File: src/rtl/dmac_pkg.sv
package dmac_pkg;
  localparam int NCH = 4;
  localparam int CHW = 2;

  typedef enum logic [1:0] {TM_NOW = 2'd0, TM_VBL = 2'd1, TM_HBL = 2'd2, TM_FIFO = 2'd3} dma_tm_e;
  typedef enum logic [1:0] {AC_INC = 2'd0, AC_DEC = 2'd1, AC_HOLD = 2'd2, AC_HOLD2 = 2'd3} dma_ac_e;

  typedef struct packed {
    logic    en;
    logic    irq_en;
    dma_tm_e tm;
    logic    rsv_a;
    logic    w32;
    logic    rpt;
    dma_ac_e sac;
    dma_ac_e dac;
    logic [4:0] rsv_b;
  } dma_ctrl_t;

  localparam logic [3:0] OFS_SRC = 4'd0;
  localparam logic [3:0] OFS_DST = 4'd4;
  localparam logic [3:0] OFS_CNT = 4'd8;
  localparam logic [3:0] OFS_CTL = 4'd10;
endpackage

File: src/rtl/dmac_arb.sv
module dmac_arb #(
  parameter int N  = 4,
  parameter int IW = 2
) (
  input  logic [N-1:0]  req_i,
  output logic [IW-1:0] idx_o,
  output logic          any_o
);
  always_comb begin
    idx_o = '0;
    for (int i = N - 1; i >= 0; i--) begin
      if (req_i[i]) idx_o = IW'(i);
    end
    any_o = |req_i;
  end
endmodule

File: src/rtl/dmac_chan.sv
module dmac_chan
  import dmac_pkg::*;
#(
  parameter int CH_ID = 0,
  parameter int AW    = 32,
  parameter int CW    = 16
) (
  input  logic          clk,
  input  logic          rst,
  input  logic          wr_en_i,
  input  logic [3:0]    wr_ofs_i,
  input  logic [31:0]   wr_data_i,
  input  logic          vblank_i,
  input  logic          hblank_i,
  input  logic          fifo_req_i,
  input  logic [AW-1:0] fifo_addr_i,
  input  logic          fin_i,
  input  logic [AW-1:0] fin_src_i,
  input  logic [AW-1:0] fin_dst_i,
  output dma_ctrl_t     ctrl_o,
  output logic [CW-1:0] cnt_o,
  output logic [AW-1:0] src_o,
  output logic [AW-1:0] dst_o,
  output logic          pend_o
);
  localparam bit FIFO_OK = (CH_ID == 1) || (CH_ID == 2);

  logic [AW-1:0] src_reg, dst_reg;
  logic          running;
  dma_ctrl_t     wr_ctrl;
  logic          ctrl_wr, trig;

  assign wr_ctrl = dma_ctrl_t'(wr_data_i[15:0]);
  assign ctrl_wr = wr_en_i && (wr_ofs_i == OFS_CTL);

  always_comb begin
    trig = 1'b0;
    if (ctrl_o.en) begin
      if (vblank_i && ctrl_o.tm == TM_VBL) trig = 1'b1;
      if (hblank_i && ctrl_o.tm == TM_HBL) trig = 1'b1;
      if (FIFO_OK && running && fifo_req_i && ctrl_o.tm == TM_FIFO && dst_reg == fifo_addr_i)
        trig = 1'b1;
    end
  end

  always_ff @(posedge clk) begin
    if (rst) begin
      src_reg <= '0;
      dst_reg <= '0;
      src_o   <= '0;
      dst_o   <= '0;
      cnt_o   <= '0;
      ctrl_o  <= '0;
      running <= 1'b0;
      pend_o  <= 1'b0;
    end else begin
      if (fin_i) begin
        src_o <= fin_src_i;
        dst_o <= fin_dst_i;
        if (!ctrl_o.rpt) begin
          ctrl_o.en <= 1'b0;
          running   <= 1'b0;
        end
      end
      if (ctrl_wr)   pend_o <= wr_ctrl.en && (wr_ctrl.tm == TM_NOW);
      else if (trig) pend_o <= 1'b1;
      else if (fin_i) pend_o <= 1'b0;
      if (wr_en_i) begin
        case (wr_ofs_i)
          OFS_SRC: src_reg <= wr_data_i[AW-1:0];
          OFS_DST: dst_reg <= wr_data_i[AW-1:0];
          OFS_CNT: cnt_o   <= wr_data_i[CW-1:0];
          OFS_CTL: begin
            ctrl_o  <= wr_ctrl;
            running <= wr_ctrl.en;
            if (wr_ctrl.en && !ctrl_o.en) begin
              src_o <= src_reg;
              dst_o <= dst_reg;
            end
          end
          default: ;
        endcase
      end
    end
  end

  p_start_pend_r1: assert property (@(posedge clk) disable iff (rst)
    (ctrl_wr && wr_ctrl.en && wr_ctrl.tm == TM_NOW) |=> pend_o);
  p_ctrl_clear_r2: assert property (@(posedge clk) disable iff (rst)
    (ctrl_wr && !(wr_ctrl.en && wr_ctrl.tm == TM_NOW)) |=> !pend_o);
  p_no_stray_pend_r4: assert property (@(posedge clk) disable iff (rst)
    (!ctrl_wr && !pend_o && !vblank_i && !hblank_i &&
     !(FIFO_OK && fifo_req_i && fifo_addr_i == dst_reg)) |=> !pend_o);
  p_done_disables_r11: assert property (@(posedge clk) disable iff (rst)
    (fin_i && !ctrl_o.rpt && !ctrl_wr) |=> !ctrl_o.en);
endmodule

File: src/rtl/dmac_xfer.sv
module dmac_xfer
  import dmac_pkg::*;
#(
  parameter int AW = 32,
  parameter int CW = 16
) (
  input  logic                    clk,
  input  logic                    rst,
  input  logic [NCH-1:0]          pend_i,
  input  dma_ctrl_t [NCH-1:0]     ctrl_i,
  input  logic [NCH-1:0][CW-1:0]  cnt_i,
  input  logic [NCH-1:0][AW-1:0]  src_i,
  input  logic [NCH-1:0][AW-1:0]  dst_i,
  input  logic [31:0]             mem_rdata_i,
  output logic                    mem_rd_o,
  output logic                    mem_wr_o,
  output logic                    mem_size32_o,
  output logic [AW-1:0]           mem_addr_o,
  output logic [31:0]             mem_wdata_o,
  output logic                    fin_o,
  output logic [CHW-1:0]          fin_ch_o,
  output logic [AW-1:0]           fin_src_o,
  output logic [AW-1:0]           fin_dst_o,
  output logic [NCH-1:0]          irq_o
);
  typedef enum logic [2:0] {S_IDLE, S_RD, S_CAP, S_WR, S_FIN} xstate_e;

  xstate_e        state;
  logic [CHW-1:0] ch, sel;
  logic           any;
  logic [AW-1:0]  cur_src, cur_dst, nsrc, ndst, step;
  logic [CW:0]    left;
  logic           w32, fifo, irq_en;
  dma_ac_e        sac, dac;
  logic           sel_fifo;

  dmac_arb #(.N(NCH), .IW(CHW)) arb_i (.req_i(pend_i), .idx_o(sel), .any_o(any));

  function automatic logic [AW-1:0] adj(input logic [AW-1:0] a, input dma_ac_e ac,
                                        input logic [AW-1:0] st);
    case (ac)
      AC_INC:  return a + st;
      AC_DEC:  return a - st;
      default: return a;
    endcase
  endfunction

  function automatic logic [AW-1:0] algn(input logic [AW-1:0] a, input logic wide);
    return wide ? {a[AW-1:2], 2'b00} : {a[AW-1:1], 1'b0};
  endfunction

  assign sel_fifo = (ctrl_i[sel].tm == TM_FIFO) && (sel == CHW'(1) || sel == CHW'(2));
  assign step     = w32 ? AW'(4) : AW'(2);
  assign nsrc     = fifo ? cur_src + AW'(4) : adj(cur_src, sac, step);
  assign ndst     = fifo ? cur_dst : adj(cur_dst, dac, step);

  assign fin_o     = (state == S_FIN);
  assign fin_ch_o  = ch;
  assign fin_src_o = cur_src;
  assign fin_dst_o = cur_dst;

  always_ff @(posedge clk) begin
    if (rst) begin
      state <= S_IDLE;
      ch <= '0; cur_src <= '0; cur_dst <= '0; left <= '0;
      w32 <= 1'b0; fifo <= 1'b0; irq_en <= 1'b0; sac <= AC_INC; dac <= AC_INC;
      mem_rd_o <= 1'b0; mem_wr_o <= 1'b0; mem_size32_o <= 1'b0;
      mem_addr_o <= '0; mem_wdata_o <= '0; irq_o <= '0;
    end else begin
      irq_o <= '0;
      case (state)
        S_IDLE: if (any) begin
          ch      <= sel;
          cur_src <= src_i[sel];
          cur_dst <= dst_i[sel];
          fifo    <= sel_fifo;
          w32     <= sel_fifo || ctrl_i[sel].w32;
          sac     <= ctrl_i[sel].sac;
          dac     <= ctrl_i[sel].dac;
          irq_en  <= ctrl_i[sel].irq_en;
          if (sel_fifo)             left <= (CW+1)'(4);
          else if (cnt_i[sel] == '0) left <= {1'b1, {CW{1'b0}}};
          else                      left <= {1'b0, cnt_i[sel]};
          mem_rd_o     <= 1'b1;
          mem_size32_o <= sel_fifo || ctrl_i[sel].w32;
          mem_addr_o   <= algn(src_i[sel], sel_fifo || ctrl_i[sel].w32);
          state        <= S_RD;
        end
        S_RD: begin
          mem_rd_o <= 1'b0;
          state    <= S_CAP;
        end
        S_CAP: begin
          mem_wr_o    <= 1'b1;
          mem_addr_o  <= algn(cur_dst, w32);
          mem_wdata_o <= mem_rdata_i;
          state       <= S_WR;
        end
        S_WR: begin
          mem_wr_o <= 1'b0;
          cur_src  <= nsrc;
          cur_dst  <= ndst;
          left     <= left - 1'b1;
          if (left == (CW+1)'(1)) begin
            irq_o[ch] <= irq_en;
            state     <= S_FIN;
          end else begin
            mem_rd_o   <= 1'b1;
            mem_addr_o <= algn(nsrc, w32);
            state      <= S_RD;
          end
        end
        default: state <= S_IDLE;
      endcase
    end
  end

  p_irq_onehot_r12: assert property (@(posedge clk) disable iff (rst) $onehot0(irq_o));
  p_irq_pulse_r12: assert property (@(posedge clk) disable iff (rst)
    (|irq_o) |=> (irq_o == '0));
  p_rdwr_excl_r13: assert property (@(posedge clk) disable iff (rst) !(mem_rd_o && mem_wr_o));
  p_bus_align_r6: assert property (@(posedge clk) disable iff (rst)
    (mem_rd_o || mem_wr_o) |-> (mem_size32_o ? (mem_addr_o[1:0] == 2'b00) : !mem_addr_o[0]));
endmodule

File: src/rtl/dmac_top.sv
module dmac_top
  import dmac_pkg::*;
#(
  parameter int AW = 32,
  parameter int CW = 16
) (
  input  logic          clk,
  input  logic          rst,
  input  logic          cfg_we_i,
  input  logic [1:0]    cfg_ch_i,
  input  logic [3:0]    cfg_ofs_i,
  input  logic [31:0]   cfg_wdata_i,
  input  logic          vblank_i,
  input  logic          hblank_i,
  input  logic          fifo_req_i,
  input  logic [AW-1:0] fifo_addr_i,
  output logic          mem_rd_o,
  output logic          mem_wr_o,
  output logic          mem_size32_o,
  output logic [AW-1:0] mem_addr_o,
  output logic [31:0]   mem_wdata_o,
  input  logic [31:0]   mem_rdata_i,
  output logic          cpu_stall_o,
  output logic [3:0]    irq_o
);
  dma_ctrl_t [NCH-1:0]    ctrl_a;
  logic [NCH-1:0][CW-1:0] cnt_a;
  logic [NCH-1:0][AW-1:0] src_a, dst_a;
  logic [NCH-1:0]         pend_a;
  logic                   fin;
  logic [CHW-1:0]         fin_ch;
  logic [AW-1:0]          fin_src, fin_dst;

  for (genvar g = 0; g < NCH; g++) begin : g_ch
    dmac_chan #(.CH_ID(g), .AW(AW), .CW(CW)) chan_i (
      .clk(clk), .rst(rst),
      .wr_en_i(cfg_we_i && cfg_ch_i == CHW'(g)),
      .wr_ofs_i(cfg_ofs_i), .wr_data_i(cfg_wdata_i),
      .vblank_i(vblank_i), .hblank_i(hblank_i),
      .fifo_req_i(fifo_req_i), .fifo_addr_i(fifo_addr_i),
      .fin_i(fin && fin_ch == CHW'(g)), .fin_src_i(fin_src), .fin_dst_i(fin_dst),
      .ctrl_o(ctrl_a[g]), .cnt_o(cnt_a[g]), .src_o(src_a[g]), .dst_o(dst_a[g]),
      .pend_o(pend_a[g]));
  end

  dmac_xfer #(.AW(AW), .CW(CW)) xfer_i (
    .clk(clk), .rst(rst), .pend_i(pend_a), .ctrl_i(ctrl_a), .cnt_i(cnt_a),
    .src_i(src_a), .dst_i(dst_a), .mem_rdata_i(mem_rdata_i),
    .mem_rd_o(mem_rd_o), .mem_wr_o(mem_wr_o), .mem_size32_o(mem_size32_o),
    .mem_addr_o(mem_addr_o), .mem_wdata_o(mem_wdata_o),
    .fin_o(fin), .fin_ch_o(fin_ch), .fin_src_o(fin_src), .fin_dst_o(fin_dst),
    .irq_o(irq_o));

  assign cpu_stall_o = |pend_a;
endmodule

File: config.mk
export PLATFORM = sky130hd
export DESIGN_NAME = dmac_top
export DESIGN_NICKNAME = d
export VERILOG_FILES = /design/src/rtl/dmac_pkg.sv /design/src/rtl/dmac_arb.sv /design/src/rtl/dmac_chan.sv /design/src/rtl/dmac_xfer.sv /design/src/rtl/dmac_top.sv
export SDC_FILE = /design/constraint.sdc
export NUM_CORES = 2
export LEC_CHECK = 0
export BUFFER_PORTS_ARGS = -buffer_cell sky130_fd_sc_hd__buf_4
export CELL_PAD_IN_SITES_DETAIL_PLACEMENT = 0
export CELL_PAD_IN_SITES_GLOBAL_PLACEMENT = 1
export CORE_MARGIN = 2
export CORE_UTILIZATION = 46
export DETAILED_ROUTE_END_ITERATION = 16
export PLACE_DENSITY_LB_ADDON = 0.1
export SYNTH_ARGS = -nofsm -noshare
export SYNTH_HDL_FRONTEND = slang
export SYNTH_SLANG_ARGS = --single-unit
File: constraint.sdc
create_clock -name clk -period 6.8 [get_ports clk]
set_clock_uncertainty 0.05 [all_clocks]
set_input_delay 0.68 -clock clk [delete_from_list [all_inputs] [get_ports clk]]
set_output_delay 0.68 -clock clk [all_outputs]
set_load 0.1 [all_outputs]
==> results.md <==
* Worst Hold Depth at 3
* Final HPWL DP at 91.3 mm
* Area grow syn2layout at 12.9%
* Die Width at 289 um
* Initial antenna violation count at 7
* Hold_ws at 0.224 ns
* Pin count of the biggest net entering global routing at 203
* Critical path origin: xfer_i.sac[1]
* DR pass1 iterations at 6
* Critical Path Source Type: flop
* Max VDD drop at 0.000211 V
* Port Buf Inserts at 178
* Seq cells post-synth at 768
* RSZ-0062 raised after global routing: no
* Critical Path RT at 7.28 ns
* Fin. max-slew vios at 0
* Final hold violations at 0
* Clk slew on worst S/H paths at 0.06 ns
* Global-route wire length before repair at 207 mm
* Clock latency on the worst-skew pair at 0.65 ns
* Register area share after synthesis at 0.412
* H-tree levels at 3
* GRT Residual Overflow at 0
* CTS Buf Count at 87
* Post-route DRC at 0
* GPL Wtd Cong at 0.957
* Clock sinks at 768
* Antenna viol nets, final at 0
* FF-to-FF Start: xfer_i.sac[1]
* Hold Crit Class: in -> reg
* EDFF count, synth at 0
* Worst R2R Setup Slack at 2.29 ns
* Hold Path End: xfer_i.mem_wdata_o[21]
* Synth warn at 0
* Hold buffer count at cts at 0
* Setup TNS Final at 0 ns
* Period minus WS final at 4.51 ns
* Max_slew headroom at 0.212
* Maxcap violations at 0
* CP Class: reg -> reg
* P_leak at 16.8 nW
* CP Data Arrival Time at 4.99 ns
* Final WL at 141 mm
* Maximum clock path buffer count at 3
* Avg Cell Area, Syn at 8.27 um2
* Final nets at 4583
* Hold path startpoint: mem_rdata_i[21]
* Status: finished clean
* TritonCTS clock tree: built
* Fmax at 0.222 GHz
* Worst-Margin Slew at 1.18 ns
* Final setup fails at 0
* Syn nets at 4652
* Via count at 33333
* Initial Utilization at 0.464
* Commonest non-fill, non-tap cells in the layout: nand2_1, dfxtp_1, a21oi_1
* Post-cts sizing count at 0
* Vias per std cell at 5.98
* CTS Root Cell: clkbuf_16
* Cells after Synth at 4506
* Register area at 15400 um2
* Fill count at 7780
* Synth area leader: dfxtp_1
* WL/cell at 25.4 um
* Share of layout cells above drive strength 1 at 0.120
* Initial drt markers at 3629
* Core area at 80400 um2
* CP endpoint kind: flop
* Worst-path fanout max at 21
* Die footprint at 83300 um2
* Area fraction of the dominant cell type after synthesis at 0.412
* # IOs at 180
* Multi-input logic area at 20300 um2
* Distinct cells, synth at 93
* Post-CTS Setup Bufs at 0
* Largest register FFs at 126
* Die height at 289 um
* Post-Syn Area at 37300 um2
* Reg-to-reg endpoint: xfer_i.mem_addr_o[28]
* Power Total at 10.2 mW
* Post-synth ARST share at 0
* Commonest non-fill, non-tap cell in the layout: nand2_1
* All-Layer GR Usage at 0.333
* Path depth of the worst reg2reg path at 12
* Pwr dens at 243 nW/um2
* Crit share post-route at 0.663
* Top cells by area, synth: dfxtp_1, nand2_1, mux2i_1, a21oi_1, a211oi_1
* Rows at 104
* Vias in the first global route at 30637
* Dominant synthesized flop cell: dfxtp_1
## critical path: stages, from the launching register on
cell	delay (ns)
dfxtp_1	0.65
nand2b_1	0.77
nor2_1	0.09
ha_1	0.37
nor2b_1	0.33
nor3_1	0.10
a221oi_2	0.55
nand2_1	0.26
o22a_1	0.28
or4_1	0.46
a31o_1	0.24
a21oi_1	0.14
o21ai_0	0.09
## worst max path at each step
stage	slack, ns	to
floorplan	3.05	xfer_i.mem_addr_o[31]
global placement	2.47	xfer_i.mem_addr_o[28]
detailed placement	2.43	xfer_i.mem_addr_o[28]
CTS	2.40	xfer_i.mem_addr_o[28]
global route	1.95	xfer_i.mem_addr_o[28]
finish	2.29	xfer_i.mem_addr_o[28]
## power by group
part | switching, mW | leakage [nW] | internal (mW)
sequential | 0.0574 | 6.19 | 4.53
clock | 2.03 | 1.55 | 3.07
combinational | 0.397 | 9.10 | 0.151
## synth_stat cells (20+ instances only)
master and number:
dfxtp_1 768, inv_1 29, nor4_1 34, o21ai_0 92, buf_2 22, nor2_1 476, a22oi_1 22, mux2i_1 266
nor3_1 56, a21o_1 22, nand2_1 902, xor2_1 55, xnor2_1 56, mux4_2 82, a211oi_1 278, nand4_1 29
buf_1 28, nand3_1 55, ha_1 38, a21oi_1 497, clkbuf_1 332, a31oi_1 20, a311oi_1 20
## per-layer routing
metal | global-route usage | vias up | wire length, um
li1 | - | 15770 | -
met1 | 0.488 | 16123 | 64800
met2 | 0.497 | 1230 | 61100
met3 | 0.0616 | 198 | 11500
met4 | 0.0972 | 12 | 4060
met5 | 0 | - | 76
## layout make-up
cell class | instances | share of cell area
timing repair buffer | 245 | 0.0445
antenna | 4 | 0.000238
tap | 1060 | 0.0315
multi-input combinational | 3305 | 0.482
clock buffer | 122 | 0.0601
clock inverter | 42 | 0.0138
inverter | 30 | 0.00268
sequential | 768 | 0.365
## metrics by stage
stage | util | cells | setup slack (ns) | instance area (um2)
2_1_floorplan | - | 4506 | 3.05 | 37300
3_3_place_gp | 0.485 | 5408 | 2.47 | 39000
3_5_place_dp | 0.485 | 5408 | 2.43 | 39000
4_1_cts | 0.523 | 5572 | 2.40 | 42100
5_1_grt | 0.523 | 5572 | 1.95 | 42100
6_report | 0.523 | 5576 | 2.29 | 42100
## cells by family after synthesis
logic type	count (synthesis)	share of synthesized area
and+or+nand+nor	1695	0.192
adders and majority gates	39	0.0130
buffers and inverters	433	0.0458
muxes	352	0.122
DFF	768	0.412
xor gates and xnor gates	111	0.0261
other	1	0.000101
AOI/OAI and AO/OA	1107	0.188
(Power assumes the default switching activity.)
